`config.mk`:
```
export PLATFORM = sky130hd
export DESIGN_NAME = nan_prop_sel
export DESIGN_NICKNAME = d
export VERILOG_FILES = /design/src/rtl/nan_prop_pkg.sv /design/src/rtl/nan_class.sv /design/src/rtl/nan_pick.sv /design/src/rtl/nan_quiet.sv /design/src/rtl/nan_prop_sel.sv
export SDC_FILE = /design/constraint.sdc
export NUM_CORES = 1
export LEC_CHECK = 0
export BUFFER_PORTS_ARGS = -buffer_cell sky130_fd_sc_hd__buf_2
export CORE_UTILIZATION = 40
export DETAILED_ROUTE_END_ITERATION = 7
export PLACE_DENSITY = 0.75
export SLEW_MARGIN = 20
export SYNTH_ARGS = -nofsm -noshare
export SYNTH_HDL_FRONTEND = slang
export SYNTH_SLANG_ARGS = --single-unit
```
`constraint.sdc`:
```
create_clock -name clk -period 2.65 [get_ports clk]
set_input_delay 0.1325 -clock clk [delete_from_list [all_inputs] [get_ports clk]]
set_output_delay 0.1325 -clock clk [all_outputs]
set_load 0.03 [all_outputs]
```
`src/rtl/nan_prop_pkg.sv`:
```
package nan_prop_pkg;
  typedef enum logic [1:0] {
    POL_SNAN_FIRST = 2'd0,
    POL_FIRST_NAN  = 2'd1,
    POL_ORDERED    = 2'd2,
    POL_MAGNITUDE  = 2'd3
  } policy_e;

  localparam logic [1:0] SEL_A    = 2'd0;
  localparam logic [1:0] SEL_B    = 2'd1;
  localparam logic [1:0] SEL_DNAN = 2'd3;
endpackage

```
`src/rtl/nan_class.sv`:
```
module nan_class #(
  parameter int EXP_W  = 8,
  parameter int FRAC_W = 23
) (
  input  logic [EXP_W+FRAC_W:0] val,
  output logic                  is_nan,
  output logic                  is_snan
);
  logic [EXP_W-1:0]  exp_f;
  logic [FRAC_W-1:0] frac_f;

  assign exp_f   = val[FRAC_W +: EXP_W];
  assign frac_f  = val[FRAC_W-1:0];
  assign is_nan  = (&exp_f) && (|frac_f);
  assign is_snan = is_nan && !frac_f[FRAC_W-1];
endmodule

```
`src/rtl/nan_pick.sv`:
```
module nan_pick
  import nan_prop_pkg::*;
#(
  parameter int FRAC_W = 23
) (
  input  logic              a_nan,
  input  logic              a_snan,
  input  logic              b_nan,
  input  logic              b_snan,
  input  logic [FRAC_W-1:0] a_frac,
  input  logic [FRAC_W-1:0] b_frac,
  input  logic              a_sign,
  input  logic              b_sign,
  input  logic [1:0]        policy,
  input  logic              use_first,
  output logic              pick_b
);
  logic    a_qnan, b_qnan, a_larger;
  policy_e pol;

  assign pol    = policy_e'(policy);
  assign a_qnan = a_nan && !a_snan;
  assign b_qnan = b_nan && !b_snan;

  // magnitude order with sign as the final tie-break
  always_comb begin
    if (a_frac > b_frac)      a_larger = 1'b1;
    else if (a_frac < b_frac) a_larger = 1'b0;
    else                      a_larger = !a_sign && b_sign;
  end

  always_comb begin
    pick_b = 1'b0;
    unique case (pol)
      POL_SNAN_FIRST: begin
        if (a_snan)      pick_b = 1'b0;
        else if (b_snan) pick_b = 1'b1;
        else if (a_qnan) pick_b = 1'b0;
        else             pick_b = 1'b1;
      end
      POL_FIRST_NAN: pick_b = !a_nan;
      POL_ORDERED: begin
        if (use_first) pick_b = !a_nan;
        else           pick_b = b_nan;
      end
      POL_MAGNITUDE: begin
        if (a_snan) begin
          if (b_snan)      pick_b = !a_larger;
          else if (b_qnan) pick_b = 1'b1;
          else             pick_b = 1'b0;
        end else if (a_qnan) begin
          if (b_qnan) pick_b = !a_larger;
          else        pick_b = 1'b0;
        end else begin
          pick_b = 1'b1;
        end
      end
      default: pick_b = 1'b0;
    endcase
  end
endmodule

```
`src/rtl/nan_quiet.sv`:
```
module nan_quiet #(
  parameter int EXP_W  = 8,
  parameter int FRAC_W = 23
) (
  input  logic [EXP_W+FRAC_W:0] val,
  input  logic                  make_quiet,
  output logic [EXP_W+FRAC_W:0] val_q
);
  localparam int W = 1 + EXP_W + FRAC_W;
  localparam logic [W-1:0] QBIT = {{(W-FRAC_W){1'b0}}, 1'b1, {(FRAC_W-1){1'b0}}};

  assign val_q = make_quiet ? (val | QBIT) : val;
endmodule

```
`src/rtl/nan_prop_sel.sv`:
```
module nan_prop_sel
  import nan_prop_pkg::*;
#(
  parameter int EXP_W  = 8,
  parameter int FRAC_W = 23
) (
  input  logic                    clk,
  input  logic                    rst,
  input  logic                    in_valid,
  input  logic [EXP_W+FRAC_W:0]   op_a,
  input  logic [EXP_W+FRAC_W:0]   op_b,
  input  logic [1:0]              policy,
  input  logic                    use_first,
  input  logic                    dnan_en,
  output logic                    out_valid,
  output logic [EXP_W+FRAC_W:0]   out_res,
  output logic [1:0]              out_sel,
  output logic                    out_invalid,
  output logic                    out_no_nan
);
  localparam int W = 1 + EXP_W + FRAC_W;
  localparam logic [W-1:0] DEF_NAN = {1'b1, {EXP_W{1'b1}}, 1'b1, {(FRAC_W-1){1'b0}}};

  logic [W-1:0] ops [2];
  logic [1:0]   nan_v, snan_v;
  logic         pick_b, chosen_sn, any_nan;
  logic [W-1:0] chosen, chosen_q, res_d;
  logic [1:0]   sel_d;

  assign ops[0] = op_a;
  assign ops[1] = op_b;

  for (genvar i = 0; i < 2; i++) begin : g_cls
    nan_class #(.EXP_W(EXP_W), .FRAC_W(FRAC_W)) u_cls (
      .val     (ops[i]),
      .is_nan  (nan_v[i]),
      .is_snan (snan_v[i])
    );
  end

  nan_pick #(.FRAC_W(FRAC_W)) u_pick (
    .a_nan     (nan_v[0]),
    .a_snan    (snan_v[0]),
    .b_nan     (nan_v[1]),
    .b_snan    (snan_v[1]),
    .a_frac    (op_a[FRAC_W-1:0]),
    .b_frac    (op_b[FRAC_W-1:0]),
    .a_sign    (op_a[W-1]),
    .b_sign    (op_b[W-1]),
    .policy    (policy),
    .use_first (use_first),
    .pick_b    (pick_b)
  );

  assign chosen    = pick_b ? op_b : op_a;
  assign chosen_sn = pick_b ? snan_v[1] : snan_v[0];
  assign any_nan   = |nan_v;

  nan_quiet #(.EXP_W(EXP_W), .FRAC_W(FRAC_W)) u_quiet (
    .val        (chosen),
    .make_quiet (chosen_sn),
    .val_q      (chosen_q)
  );

  always_comb begin
    if (!any_nan) begin
      res_d = op_a;
      sel_d = SEL_A;
    end else if (dnan_en) begin
      res_d = DEF_NAN;
      sel_d = SEL_DNAN;
    end else begin
      res_d = chosen_q;
      sel_d = pick_b ? SEL_B : SEL_A;
    end
  end

  always_ff @(posedge clk) begin
    if (rst) begin
      out_valid   <= 1'b0;
      out_res     <= '0;
      out_sel     <= SEL_A;
      out_invalid <= 1'b0;
      out_no_nan  <= 1'b0;
    end else begin
      out_valid   <= in_valid;
      out_invalid <= in_valid && (|snan_v);
      out_no_nan  <= in_valid && !any_nan;
      if (in_valid) begin
        out_res <= res_d;
        out_sel <= sel_d;
      end
    end
  end
endmodule

```
=== After elaboration in Yosys (flattened, before gate mapping) ===
Index checks and enable logic that the tools add are counted.

* Register bits after elaboration: 37
* Bits of input ports: 71
* Word-level logic and storage cells: 54

* Magnitude comparators: 2
* Eq/ne operators: 3
* Muxes and demuxes: 20
* Reduce and logical (&&, ||, !) cells: 24

{| class="wikitable"
|+ Operators with widths
! kind !! number
|-
| 2-to-1 mux 32 bit || 3
|-
| OR reduction 23 bit || 2
|-
| greater-than comparator 23 bit || 1
|-
| < comparator 23 bit || 1
|-
| 2-to-1 mux 23 bit || 1
|-
| AND reduction 8 bit || 2
|-
| 2-to-1 mux 1 bit || 13
|-
| logical AND 1 bit || 9
|-
| zero test 1 bit || 8
|-
| equality test 2 bit, second input constant || 2
|-
| 2-to-1 mux 2 bit || 2
|-
| case mux 1 bit (4 select lines) || 1
|-
| OR reduction 2 bit || 2
|-
| equality test 2 x 1 -> 1 bit, second input constant || 1
|-
| zero test 2 bit || 1
|}

=== Longest topological paths before layout ===
Gate-level depths: netlist of run 1.

* Depth after elaboration: 13
* Depth in mapped cells: 11
* Gate-level depth less buffers: 10

=== Hierarchy ===
From an unflattened synthesis of run 1, not the netlist that was laid out.

* Cell total of the unflattened synthesis: 389
* Area total of the unflattened synthesis: 3176.8 µm²

{| class="wikitable"
|+ Modules (own cells, without submodules)
! module !! instances !! cells an instance !! area each (µm²) !! seq. area each (µm²)
|-
| nan_prop_sel || 1 || 237 || 2043.2 || 740.7
|-
| nan_pick || 1 || 96 || 711.9 || 0.0
|-
| nan_quiet || 1 || 32 || 239.0 || 0.0
|-
| nan_class || 2 || 12 || 91.3 || 0.0
|}

=== Least setup slack after synthesis of run 1 ===
No wires, ideal clock.

* Path kind: input to register
* From: in op_b[22]
* To: reg out_res[10]
* Library setup time: 0.122 ns
* Data arrival time: 2.177 ns
* Setup slack: 0.351 ns
* Stages: 10
* Path buffers: 1
* Cell sequence: inv_1 > ha_1 > nand4_1 > or4_1 > nor2_1 > a21oi_1 > o31a_4 > nor4b_4 > buf_6 > a221o_1

* Longest elaborated chain between the ends: 13

{| class="wikitable"
|+ RTL lines
! element !! RTL line !! source
|-
| from (decl) || nan_prop_sel.sv:11 || <nowiki>input logic [EXP_W+FRAC_W:0] op_b,</nowiki>
|-
| parallel branches: the longest is 12 deep, another holds < comparator 23 bit || n/a ||
|-
| 2-to-1 mux 32 bit (*) || nan_prop_sel.sv:66 || <nowiki>if (!any_nan) begin</nowiki>
|-
| to (signal assigned) || nan_prop_sel.sv:90 || <nowiki>out_res <= res_d;</nowiki>
|-
| to (decl) || nan_prop_sel.sv:16 || <nowiki>output logic [EXP_W+FRAC_W:0] out_res,</nowiki>
|}

Every way passes the cells marked *.
A chain may end at the register's enable or synchronous reset.

=== Final worst setup path of run 1 ===
* From: in op_b[22]
* To: reg out_res[14]

The elaborated chain is that of the path after synthesis.

==> metrics.yaml, run 1 <==
logic_synthesis:
  synth_cell_types: 38
  muxShareOfSynthArea: 0.00492
  synth-seq-cells: 37
  synth-compound-area-share: 0.231
  synth_top_family_by_area: "compound AO/OA/AOI/OAI gates"
  synth_xor_area_frac: 0
  ys.flop_type: "dfxtp_1"
  synth_edf_count: 0
  synth_fp_nets: 357
  seq_area_frac_synth: 0.323
  synthesis.area_mm2: 0.00229
  synthTopCellsByCount: "37 x dfxtp_1, 37 x inv_1, 23 x and2_1, 23 x ha_1, 22 x a221o_1"
  avgSynthCellArea_um2: 8.71
  synth_adder_area_share: 0.126
  synth_top_cell_by_area: "dfxtp_1"
  synthSimpleGateAreaFrac: 0.223
  synthTopCellsByArea: "dfxtp_1 32%, ha_1 13%, a221o_1 9.6%"
  synthArstFlopShare: 0
  synthCells: 263
  synth_top_area_share: 0.323
  ys_warn_count: 0
global_route:
  grt_max_degree: 24
  grt_util_all_layers: 0.237
  grt_pass1_wl_mm: 11.3
  antenna_found_initial: 0
  grt_overflow: 0
  first_global_vias: 2416
critical_path:
  end_kind: "flip-flop"
  worstPathRequired_ps: 2880
  arrival_ps: 2720
  start_kind: "primary input"
  cp_cell_sequence: "buf_2, inv_1, ha_1, nand4_1, or4_1, nor2_1, a21oi_1, o31a_4, buf_4, o31ai_4, a221o_1"
  crit_type: "in -> reg"
  crit_buf_inv: 3
  crit_slowest_cell: "or4_1"
  critPathMaxFanout: 11
  crit_family: "compound AO/OA/AOI/OAI gates"
  slowest_delay_ps: 560
placement:
  gp_congestion: 0.847
  portBuffers: 107
  hpwl_mm: 5.30
cts:
  clock_latency_ps: 280
  holdBufCountCts: 0
  clkSinkCount: 37
  clockRootBuffer: "clkbuf_8"
  cts_buffer_depth: 2
  htreeDepth: 2
  numCtsBuffers: 5
  clk_pin_slew_ps: 70
  cts_tree: "built"
min_path:
  hold_path_class: "in -> reg"
timing:
  finClkSkew_ps: 0
  fin_crit_ps: 2500
  worst_pin_slew_ps: 601
  post-route-period-util: 0.942
  tns_ps: 0
  drv_slew: 0
  fmaxAchievable_mhz: 401
  setup_violations: 0
  slew_headroom: 0.600
  finalHoldViolCount: 0
outcome:
  outcome: "complete, no violations"
job:
  maxCapViolations: 0
final_layout:
  antenna_cells: 0
  area_growth_pct: 47.8
  fin_nets: 517
  fillers: 491
  fin_util: 0.615
  seq_area_um2: 741
  multi_input_area_mm2: 0.00138
  drive_above_1_share: 0.415
drt:
  first_iter_violations: 174
  drtAntennaViolNets: 0
  wl_mm: 7.30
  firstDrtPassIters: 4
  wire_per_inst_um: 14.7
  post-route-drc-count: 0
  vias: 2617
  via_per_inst: 5.28
die:
  core_mm2: 0.00551
  die_x_um: 77.7
  die_area_mm2: 0.00603
  row_count: 27
  pin_count: 108
  start_util: 0.416
  die_y_um: 77.7
pwr:
  power_density_mw_per_mm2: 414
  peakVddDrop_mv: 0.260
  p_leak_uw: 0.00178
  power_uw: 1400
## cell families after synthesis
logic type	Yosys count
and+or+nand+nor	90
AOI/OAI and AO/OA	64
buffers and inverters	48
DFF	37
adders and majority gates	23
muxes	1
## layout make-up
class	count	share of cell area
clock buffers	6	0.0214
well taps	72	0.0266
multi-input cells	180	0.409
inverters	37	0.0410
clock inverters	2	0.00296
flip-flops and latches	37	0.219
repair buffers	162	0.280
## final timing paths
| path | slack [ps] | depth (start not counted) | start | end |
|---|---|---|---|---|
| hold / removal | 100 | 2 | op_b[2] | out_res[2] |
| setup / recovery | 150 | 11 | op_b[22] | out_res[14] |
| hold reg to reg | 470 | 2 | out_sel[1] | out_sel[1] |
| setup reg to reg | 1340 | 3 | out_res[31] | out_res[31] |
## stage by stage
step                      hold WS (ps)  setup slack [ps]  area [µm²]  cells
after floorplan                    204               351        2290    263
after global routing               114             -12.9        3380    496
after detailed placement           393              -408        3210    480
after global placement             391              -367        3210    480
after CTS                          101               109        3340    490
final                              102               154        3380    496
## cells in the final DEF (no fill, tap or decap), types with 5 or more instances in the layout
cell type,n
buf_4,55
ha_1,23
buf_2,107
a21oi_1,13
nor4_1,10
dfxtp_1,37
o21ai_0,5
a311oi_1,9
inv_1,37
clkbuf_8,5
nand4_1,10
nor2_1,20
a221o_1,22
nand2_1,10
and2_1,23
## power breakdown
group	leakage, µW	internal [µW]	switching, µW
logic	0.00143	180	230
registers	0.000306	590	15.9
clock network	0.0000450	183	204
## per-layer routing
layer  part of all wire  vias to the layer above  GRT usage
met5                  0                        -          0
met3              0.073                       16     0.0353
met2               0.47                      113      0.390
met1               0.43                     1198      0.308
met4              0.025                        0     0.0943
li1                   -                     1290          -
## timing repair
item,4_1_cts,5_1_grt
pin swaps,0,0
gates cloned,2,0
gates resized for setup,2,0
hold endpoints to repair,0,0
endpoints found under the setup margin,22,22
setup buffers,0,6
## state kept, by name, summed over array words and instances, names as in the netlist
signal / cells
out_valid: 1
out_invalid: 1
out_no_nan: 1
out_sel: 2
out_res: 32
Power figures use the tool's default switching activity.
==> inputs of run 2 (changes only) <==
CORE_UTILIZATION = 47   (was 40)
PLACE_DENSITY = 0.86   (was 0.75)
==> metrics.yaml, run 2 (same netlist as run 1, synthesis figures left out) <==
outcome:
  outcome: "complete, no violations"  # unchanged
pwr:
  p_leak_uw: 0.00174  # was 0.00178 µW
  peakVddDrop_mv: 0.270  # was 0.260 mV
  power_density_mw_per_mm2: 427  # was 414 mW/mm²
cts:
  clk_pin_slew_ps: 80  # was 70 ps
  clockRootBuffer: "clkbuf_8"  # unchanged
  cts_setup_buffers: 0  # unchanged
  htreeDepth: 2  # unchanged
  numCtsBuffers: 5  # unchanged
  cts_buffer_depth: 2  # unchanged
  cts_tree: "built"  # unchanged
  clkSinkCount: 37  # unchanged
  clock_latency_ps: 290  # was 280 ps
global_route:
  grt_util_all_layers: 0.286  # was 0.237
  first_global_vias: 2578  # was 2416
  grt_overflow: 0  # unchanged
  grt_max_degree: 24  # unchanged
  antenna_found_initial: 0  # unchanged
  grt_pass1_wl_mm: 11.6  # was 11.3 mm
drt:
  wl_mm: 7.09  # was 7.30 mm
  first_iter_violations: 114  # was 174
  firstDrtPassIters: 4  # unchanged
  via_per_inst: 5.70  # was 5.28
  highest_layer: "met4"  # unchanged
  wl_met1_mm: 2.94  # was 3.13 mm
  post-route-drc-count: 0  # unchanged
  route.met2.wl_mm: 3.49  # was 3.46 mm
  wire_per_inst_um: 15.1  # was 14.7 µm
  dr_wl_met3_um: 467  # was 535 µm
  vias: 2675  # was 2617
  drtAntennaViolNets: 0  # unchanged
timing:
  worst_pin_slew_ps: 775  # was 601 ps
  slew_headroom: 0.481  # was 0.600
  drv_slew: 0  # unchanged
  fmaxAchievable_mhz: 387  # was 401 MHz
  rsz0062_at_grt: "no"
  setup_violations: 0  # unchanged
  tns_ps: 0  # unchanged
  fin_crit_ps: 2590  # was 2500 ps
  post-route-period-util: 0.976  # was 0.942
  finalHoldViolCount: 0  # unchanged
  finClkSkew_ps: 0  # unchanged
final_layout:
  layout_common_cells: "107 x buf_2, 46 x buf_4, 37 x inv_1, 37 x dfxtp_1"  # was 107 x buf_2, 55 x buf_4, 37 x inv_1, 37 x dfxtp_1
  area_growth_pct: 44.1  # was 47.8%
  final_common_cell: "buf_2"  # unchanged
  largest_reg_flops: 32  # unchanged
  fillers: 352  # was 491
  antenna_cells: 0  # unchanged
  stdcell_count: 469  # was 496
  seq_area_um2: 741  # unchanged
  largest_register: "out_res"  # unchanged
  drive_above_1_share: 0.405  # was 0.415
  stdcell_area_mm2: 0.00330  # was 0.00338 mm²
  fin_nets: 508  # was 517
  multi_input_area_mm2: 0.00139  # was 0.00138 mm²
  reg_top3: "out_res x32, out_sel x2"  # unchanged
placement:
  placed_cells: 459  # was 480
  portBuffers: 107  # unchanged
  hpwl_mm: 5.30  # about the same
  gp_congestion: 0.861  # was 0.847
  post_dp_cell_area_mm2: 0.00317  # was 0.00321 mm²
critical_path:
  crit_type: "in -> reg"  # unchanged
  start_kind: "primary input"  # unchanged
  arrival_ps: 2820  # was 2720 ps
  critPathMaxFanout: 11  # unchanged
  worstPathRequired_ps: 2880  # about the same
  end_kind: "flip-flop"  # unchanged
die:
  row_count: 25  # was 27
  pin_count: 108  # unchanged
  die_x_um: 71.8  # was 77.7 µm
  die_area_mm2: 0.00515  # was 0.00603 mm²
  die_y_um: 71.8  # was 77.7 µm
  start_util: 0.488  # was 0.416
  core_mm2: 0.00469  # was 0.00551 mm²
job:
  maxCapViolations: 0  # unchanged
min_path:
  hold_path_class: "in -> reg"  # unchanged
## run 2: cell count changes in the layout (fill, tap and decap cells not counted), sizes merged
cell | previous run | this run
clkinvlp | 0 | 1
buf | 162 | 153
clkbuf | 6 | 5
## run 2: cell type report
class	count	share of cell area
multi-input combinational	180	0.420
sequential	37	0.224
clock buffer	5	0.0209
inverter	37	0.0421
tap	54	0.0205
timing repair buffer	153	0.267
clock inverter	3	0.00531
## run 2: path summary, 6_finish.rpt
kind | depth (start not counted) | slack [ps] | endpoint | start
setup / recovery | 11 | 60 | out_res[7] | op_b[22]
setup reg to reg | 3 | 1550 | out_res[31] | out_res[31]
hold reg to reg | 2 | 460 | out_sel[0] | out_sel[0]
hold / removal | 2 | 100 | out_res[3] | op_b[3]
## run 2: metal layers
| layer | up-vias | global-route usage |
|---|---|---|
| li1 | 1287 | - |
| met4 | 0 | 0.122 |
| met1 | 1254 | 0.347 |
| met3 | 19 | 0.0549 |
| met5 | - | 0 |
| met2 | 115 | 0.495 |
## run 2: what timing repair did
action                                  CTS  global route
endpoints found under the setup margin   22            22
hold buffers                              0             0
pin swaps                                 1             2
resized for setup                         2             1
cloned                                    2             0
## run 2: critical path, cell delays in order
cell and delay, ps:
buf_2 100, inv_1 40, ha_1 280, nand4_1 120, or4_1 590, nor2_1 120
a21oi_1 90, o31a_4 370, buf_4 170, o31ai_4 530, a221o_1 260
## run 2: per-stage QoR
| step | utilization | total power [µW] | setup WS, ps | hold slack [ps] |
|---|---|---|---|---|
| 6_report | 0.703 | 1410 | 64.0 | 96.7 |
| 5_1_grt | 0.703 | 1470 | 1.43 | 111 |
| 2_1_floorplan | - | 819 | 351 | 204 |
| 4_1_cts | 0.703 | 1410 | 18.9 | 97.7 |
| 3_3_place_gp | 0.675 | 997 | -356 | 388 |
| 3_5_place_dp | 0.675 | 1010 | -481 | 391 |
## run 2: report_power, final
| part | switching (µW) | internal (µW) | leakage, µW |
|---|---|---|---|
| registers | 15.6 | 590 | 0.000306 |
| logic | 229 | 175 | 0.00139 |
| clock network | 219 | 182 | 0.0000439 |
